[src/rtl/mlc_chk_pkg.sv]
package mlc_chk_pkg;
  localparam int unsigned HALF_W  = 16;
  localparam int unsigned SYN_W   = 5;
  localparam int unsigned FLD_W   = SYN_W + 1;
  localparam int unsigned WORD_W  = 2 * HALF_W;
  // data bits below the range covered by the weight-8 check bit
  localparam int unsigned LOW_W   = 4;
  localparam int unsigned POS_LIM = 64;

  // code position of data bit idx: the idx-th non-power-of-two from 3 upward
  function automatic int unsigned pos_of(input int unsigned idx);
    int unsigned n;
    int unsigned res;
    n   = 0;
    res = 0;
    for (int unsigned p = 3; p < POS_LIM; p++) begin
      if ((p & (p - 1)) != 0) begin
        if (n == idx && res == 0) res = p;
        n++;
      end
    end
    return res;
  endfunction

  // set of data bits covered by the check bit of binary weight 2**w
  function automatic logic [HALF_W-1:0] weight_mask(input int unsigned w);
    logic [HALF_W-1:0] m;
    int unsigned p;
    for (int unsigned i = 0; i < HALF_W; i++) begin
      p    = pos_of(i);
      m[i] = ((p >> w) & 1) != 0;
    end
    return m;
  endfunction
endpackage

[src/rtl/mlc_weight_tree.sv]
module mlc_weight_tree
  import mlc_chk_pkg::*;
#(
  parameter int unsigned W_IDX = 0
) (
  input  logic [HALF_W-1:0] grp_i,
  output logic              bit_o
);
  localparam logic [HALF_W-1:0] COVER = weight_mask(W_IDX);

  logic [HALF_W-1:0] picked;
  assign picked = grp_i & COVER;
  assign bit_o  = ^picked;
endmodule

[src/rtl/mlc_half_encoder.sv]
module mlc_half_encoder
  import mlc_chk_pkg::*;
(
  input  logic [HALF_W-1:0] grp_i,
  output logic [FLD_W-1:0]  fld_o
);
  logic [SYN_W-1:0] syn_w;
  logic             low_par_w;
  logic             fold_par_w;

  for (genvar w = 0; w < SYN_W; w++) begin : g_tree
    mlc_weight_tree #(.W_IDX(w)) u_tree (
      .grp_i (grp_i),
      .bit_o (syn_w[w])
    );
  end

  // weight-16 and weight-8 bits cover disjoint ranges above the low bits
  assign low_par_w  = ^grp_i[LOW_W-1:0];
  assign fold_par_w = syn_w[SYN_W-1] ^ syn_w[SYN_W-2] ^ low_par_w;

  assign fld_o = {fold_par_w, syn_w};
endmodule

[src/rtl/split_chk_gen.sv]
module split_chk_gen
  import mlc_chk_pkg::*;
#(
  parameter bit OUT_REG = 1'b1
) (
  input  logic              clk,
  input  logic              rst_n,
  input  logic [WORD_W-1:0] data_i,
  output logic [FLD_W-1:0]  msb_chk_o,
  output logic [FLD_W-1:0]  lsb_chk_o
);
  logic [FLD_W-1:0] fld_w [2];

  for (genvar g = 0; g < 2; g++) begin : g_half
    mlc_half_encoder u_enc (
      .grp_i (data_i[g*HALF_W +: HALF_W]),
      .fld_o (fld_w[g])
    );
  end

  logic [FLD_W-1:0] lsb_fld_w;
  logic [FLD_W-1:0] msb_fld_w;
  assign lsb_fld_w = fld_w[0];
  assign msb_fld_w = fld_w[1];

  if (OUT_REG) begin : g_reg
    logic [FLD_W-1:0] msb_q;
    logic [FLD_W-1:0] lsb_q;
    always_ff @(posedge clk or negedge rst_n) begin
      if (!rst_n) begin
        msb_q <= '0;
        lsb_q <= '0;
      end else begin
        msb_q <= msb_fld_w;
        lsb_q <= lsb_fld_w;
      end
    end
    assign msb_chk_o = msb_q;
    assign lsb_chk_o = lsb_q;


    msb_isolation_chk: assert property (@(posedge clk) disable iff (!rst_n)
      ($past(rst_n) && $stable(data_i[WORD_W-1:HALF_W])) |=> $stable(msb_chk_o));

    lsb_isolation_chk: assert property (@(posedge clk) disable iff (!rst_n)
      ($past(rst_n) && $stable(data_i[HALF_W-1:0])) |=> $stable(lsb_chk_o));

    zero_word_chk: assert property (@(posedge clk) disable iff (!rst_n)
      (data_i == '0) |=> (msb_chk_o == '0 && lsb_chk_o == '0));
  end else begin : g_comb
    assign msb_chk_o = msb_fld_w;
    assign lsb_chk_o = lsb_fld_w;
  end


  lsb_parity_fold_chk: assert property (@(posedge clk) disable iff (!rst_n)
    lsb_fld_w[FLD_W-1] == ^data_i[HALF_W-1:0]);

  msb_parity_fold_chk: assert property (@(posedge clk) disable iff (!rst_n)
    msb_fld_w[FLD_W-1] == ^data_i[WORD_W-1:HALF_W]);
endmodule

[config.mk]
export PLATFORM = sky130hd
export DESIGN_NAME = split_chk_gen
export DESIGN_NICKNAME = d
export VERILOG_FILES = /design/src/rtl/mlc_chk_pkg.sv /design/src/rtl/mlc_weight_tree.sv /design/src/rtl/mlc_half_encoder.sv /design/src/rtl/split_chk_gen.sv
export SDC_FILE = /design/constraint.sdc
export NUM_CORES = 1
export LEC_CHECK = 0
export ABC_AREA = 1
export CORE_ASPECT_RATIO = 1.75
export CORE_MARGIN = 3
export CORE_UTILIZATION = 46
export CTS_BUF_LIST = sky130_fd_sc_hd__clkbuf_16
export DETAILED_ROUTE_END_ITERATION = 8
export GPL_ROUTABILITY_DRIVEN = 0
export PLACE_DENSITY = 0.8
export SLEW_MARGIN = 15
export SYNTH_ARGS = -nofsm -noshare
export SYNTH_HDL_FRONTEND = slang
export SYNTH_SLANG_ARGS = --single-unit
[constraint.sdc]
create_clock -name clk -period 0.8 [get_ports clk]
set_input_delay 0.16 -clock clk [delete_from_list [all_inputs] [get_ports clk]]
set_output_delay 0.16 -clock clk [all_outputs]
set_load 0.1 [all_outputs]
==> results of run 1 <==
==> synthesized netlist by cell type <==
library cell	number
xnor2_1	15
xor2_1	15
dfrtp_1	12
nor2_4	1
nand2_1	99
nor2_1	3
inv_1	33
nand3_1	21
nand2_2	21
xnor2_2	4
inv_2	6
==> logic make-up after synthesis <==
logic type                after synthesis  share of synthesized area
xor gates and xnor gates               34                      0.233
DFF                                    12                      0.214
buffers and inverters                  39                      0.104
and+or+nand+nor                       145                      0.449
==> metrics by stage <==
stage | cell area [um2] | util | std cells | hold WS [ps]
after global placement | 2420 | 0.860 | 328 | 507
after floorplan | 1600 | - | 230 | -136
after detailed placement | 2420 | 0.860 | 328 | 542
==> run_results.csv, run 1 <==
group,metric,value,unit
outcome,status,"did not finish",
outcome,stop_stage,"4_1_cts",
outcome,toolErrorMsg,"[ERROR DPL-0033] detailed placement checks failed during check placement.",
synthesis,synth_seq_cells,12,
placed_design,io_buffer_count,45,
clock_tree,clock_tree.root_cell,"clkbuf_16",
synthesis,yosys.area.top_type_share,0.264,
placed_design,dpl.hpwl,3190,um
synthesis,syn_nets,264,
synthesis,ys_types,11,
floorplan,die_h,79.1,um
synthesis,synth_area_leader_cell,"nand2_1",
clock_tree,htree_levels,1,
floorplan,die_w,47.8,um
synthesis,synth_area,1410,um2
synthesis,synth_cells,230,
clock_tree,cts.sinks,12,
floorplan,rows,25,
clock_tree,cts_made_buffers,3,
synthesis,post_synth.cell_area_avg,6.11,um2
synthesis,ys_top_cells_by_area,"nand2_1 26%, dfrtp_1 21%, nand2_2 9.3%, xnor2_1 9.3%, xor2_1 9.3%",
synthesis,yosysWarningCount,0,
clock_tree,cts_buffer_depth,2,
clock_tree,post_cts_buffers,4,
placed_design,dp_slack,-799,ps
floorplan,initial_core_util,0.499,
synthesis,ys_seq_area_frac,0.214,
clock_tree,cts_resized,225,
clock_tree,hold_buffers,0,
floorplan,pin_count,46,
==> inputs of run 2 (changes only) <==
--- a/config.mk
+++ b/config.mk
@@ -6,13 +6,11 @@
 export NUM_CORES = 1
 export LEC_CHECK = 0
 export ABC_AREA = 1
-export CORE_ASPECT_RATIO = 1.75
-export CORE_MARGIN = 3
-export CORE_UTILIZATION = 46
-export CTS_BUF_LIST = sky130_fd_sc_hd__clkbuf_16
+export CORE_AREA = 3 3 64 66
 export DETAILED_ROUTE_END_ITERATION = 8
+export DIE_AREA = 0 0 67 69
 export GPL_ROUTABILITY_DRIVEN = 0
-export PLACE_DENSITY = 0.8
+export PLACE_DENSITY_LB_ADDON = 0.15
 export SLEW_MARGIN = 15
 export SYNTH_ARGS = -nofsm -noshare
 export SYNTH_HDL_FRONTEND = slang
==> run 2 against run 1 <==
Compared with the run above: the flow now finishes, with violations (setup timing); synthesized cell count unchanged; synthesized area unchanged.
==> run_results.csv, run 2 <==
group,metric,value,unit
outcome,status,"finished with violations",
outcome,violations,"setup timing",
routing,drtIter0Drc,50,
hold_path,hold_class,"input port to asynchronous set/reset pin",
synthesis,synth_cells,230,
floorplan,coreArea,3630,um2
clock_tree,clock_tree.root_cell,"clkbuf_8",
finish,final-seq-area,340,um2
power,irDropWorstVdd,0.805,mV
clock_tree,cts_made_buffers,3,
sta,rsz0062_at_grt,"true",
sta,fmax,946,MHz
synthesis,synthArstFlopShare,1.00,
global_route,grt_pass1_wl,6290,um
setup_path,setup.worst_path.start_class,"flop",
finish,multi_input_area,1640,um2
global_route,antenna_found_initial,0,
synthesis,synth_area_leader_cell,"nand2_1",
synthesis,synth_ff_type,"dfrtp_1",
routing,wirelength,5450,um
setup_path,cp.required,640,ps
clock_tree,cts_buffer_depth,2,
synthesis,synth_top_family_by_area,"simple AND/OR/NAND/NOR gates",
finish,fillers,167,
synthesis,synthXorXnorAreaFrac,0.233,
run,max-cap-violations,0,
setup_path,crit_type,"flop to output pin",
finish,final_cell_mix,"47 x nand2_2, 44 x nand2_1, 24 x nand2_4",
sta,fin_ws,-258,ps
global_route,grt_overflow,0,
power,p_leak,0.00158,uW
finish,fin_area,3180,um2
sta,post-route-min-period,1060,ps
finish,drive_above_1_share,0.743,
finish,final_common_cell,"nand2_2",
routing,drc_errors,0,
finish,diodes,0,
sta,final-setup-viol-count,17,
synthesis,ys_top_cells_by_area,"nand2_1 26%, dfrtp_1 21%, nand2_2 9.3%, xnor2_1 9.3%, xor2_1 9.3%",
routing,viasPerCell,5.01,
routing,wire_per_inst,15.5,um
sta,whs,222,ps
synthesis,synth_area,1410,um2
synthesis,synth_fa_ha_area_frac,0,
setup_path,crit_chain,"buf_12",
global_route,grtUsageTotal,0.170,
placed_design,io_buffer_count,45,
sta,setup_tns,-3380,ps
synthesis,synth_seq_cells,12,
floorplan,initial_core_util,0.387,
routing,dr.pass1.iters,4,
sta,slew_headroom,0.827,
synthesis,yosysWarningCount,0,
clock_tree,htree_levels,1,
clock_tree,cts.clk_slew.worst_paths,50,ps
sta,final.period_utilization,1.32,
setup_path,worst-path-buf-inv,1,
floorplan,rows,22,
synthesis,synth_edf_count,0,
synthesis,syn_nets,264,
placed_design,dpl.hpwl,2570,um
synthesis,synthMuxAreaShare,0,
setup_path,max_stage_delay,480,ps
finish,final_nets,339,
floorplan,die_w,67,um
synthesis,synth_commonest_cells,"99 x nand2_1, 33 x inv_1, 21 x nand2_2, 21 x nand3_1",
placed_design,postPlaceCellArea,2390,um2
synthesis,yosysMostFrequentCell,"nand2_1",
setup_path,cp.arrival,900,ps
synthesis,synth_compound_area_frac,0,
setup_path,endpoint_kind,"output pin",
synthesis,ys_types,11,
global_route,grt_pass1_vias,1530,
sta,finalHoldViolCount,0,
finish,areaGrowthSynthToFinish,127,%
setup_path,critPathSlowestCell,"dfrtp_4",
routing,vias,1765,
synthesis,post_synth.cell_area_avg,6.11,um2
routing,antenna_left,0,
setup_path,critPathMaxFanout,1,
sta,tightest_slew,257,ps
power,p_per_area,1720,nW/um2
clock_tree,cts_tree,"yes",
floorplan,die-area,4620,um2
floorplan,die_h,69,um
synthesis,yosys.area_share.simple,0.449,
synthesis,yosys.area.top_type_share,0.264,
global_route,grt_max_degree,13,
clock_tree,cts.sinks,12,
floorplan,pin_count,46,
setup_path,path_delay_family,"flip-flops",
sta,slew_violations,0,
synthesis,ys_seq_area_frac,0.214,
## run 2: cell counts after synthesis
No cell type changed its count.
## run 2: logic make-up (layout without fill, tap and decap cells)
kind of cell | count (synthesis) | count (layout)
buf+inv | 39 | 113
flops | 12 | 12
simple gates | 145 | 145
xor+xnor | 34 | 34
## run 2: final timing paths
check                              from      endpoint  cells past startpoint
max                        msb_chk_o[4]  msb_chk_o[4]                      1
max in group asynchronous         rst_n  msb_chk_o[0]                      2
min                               rst_n  lsb_chk_o[5]                      2
min in group clk             data_i[11]  lsb_chk_o[4]                      4
## run 2: layout make-up
cell class	count	share of cell area
Multi-Input combinational cell	179	0.514
Timing Repair Buffer	70	0.273
Sequential cell	12	0.107
Inverter	39	0.0704
Tap cell	48	0.0189
Clock buffer	4	0.0173
## run 2: per-layer routing
metal / wire length [um] / track usage / share of wire
met1: 1850 / 0.202 / 0.34
met2: 2980 / 0.296 / 0.55
met3: 345 / 0.0326 / 0.063
met4: 279 / 0.0586 / 0.051
met5: 0 / 0 / 0
## run 2: stage by stage
step	setup slack, ps	cells	total power [uW]	utilization
6_report	-258	352	5470	0.876
5_1_grt	-273	352	5680	0.876
4_1_cts	-264	354	4980	0.729
3_5_place_dp	-746	345	4100	0.658
3_3_place_gp	-720	345	4070	0.658
2_1_floorplan	-54.6	230	2860	-
## run 2: what timing repair did
action	4_1_cts	5_1_grt
hold buffers	0	0
buffers inserted	5	6
gates resized for setup	178	183
endpoints found under the hold margin	0	0
pin swaps	59	87
setup endpoints to repair	24	23
## run 2: power by group
part | internal (uW) | total, uW | switching, uW
combinational | 1540 | 3830 | 2280
clock | 436 | 670 | 234
sequential | 851 | 975 | 124
No activity file was read; power rests on OpenSTA's default activity.
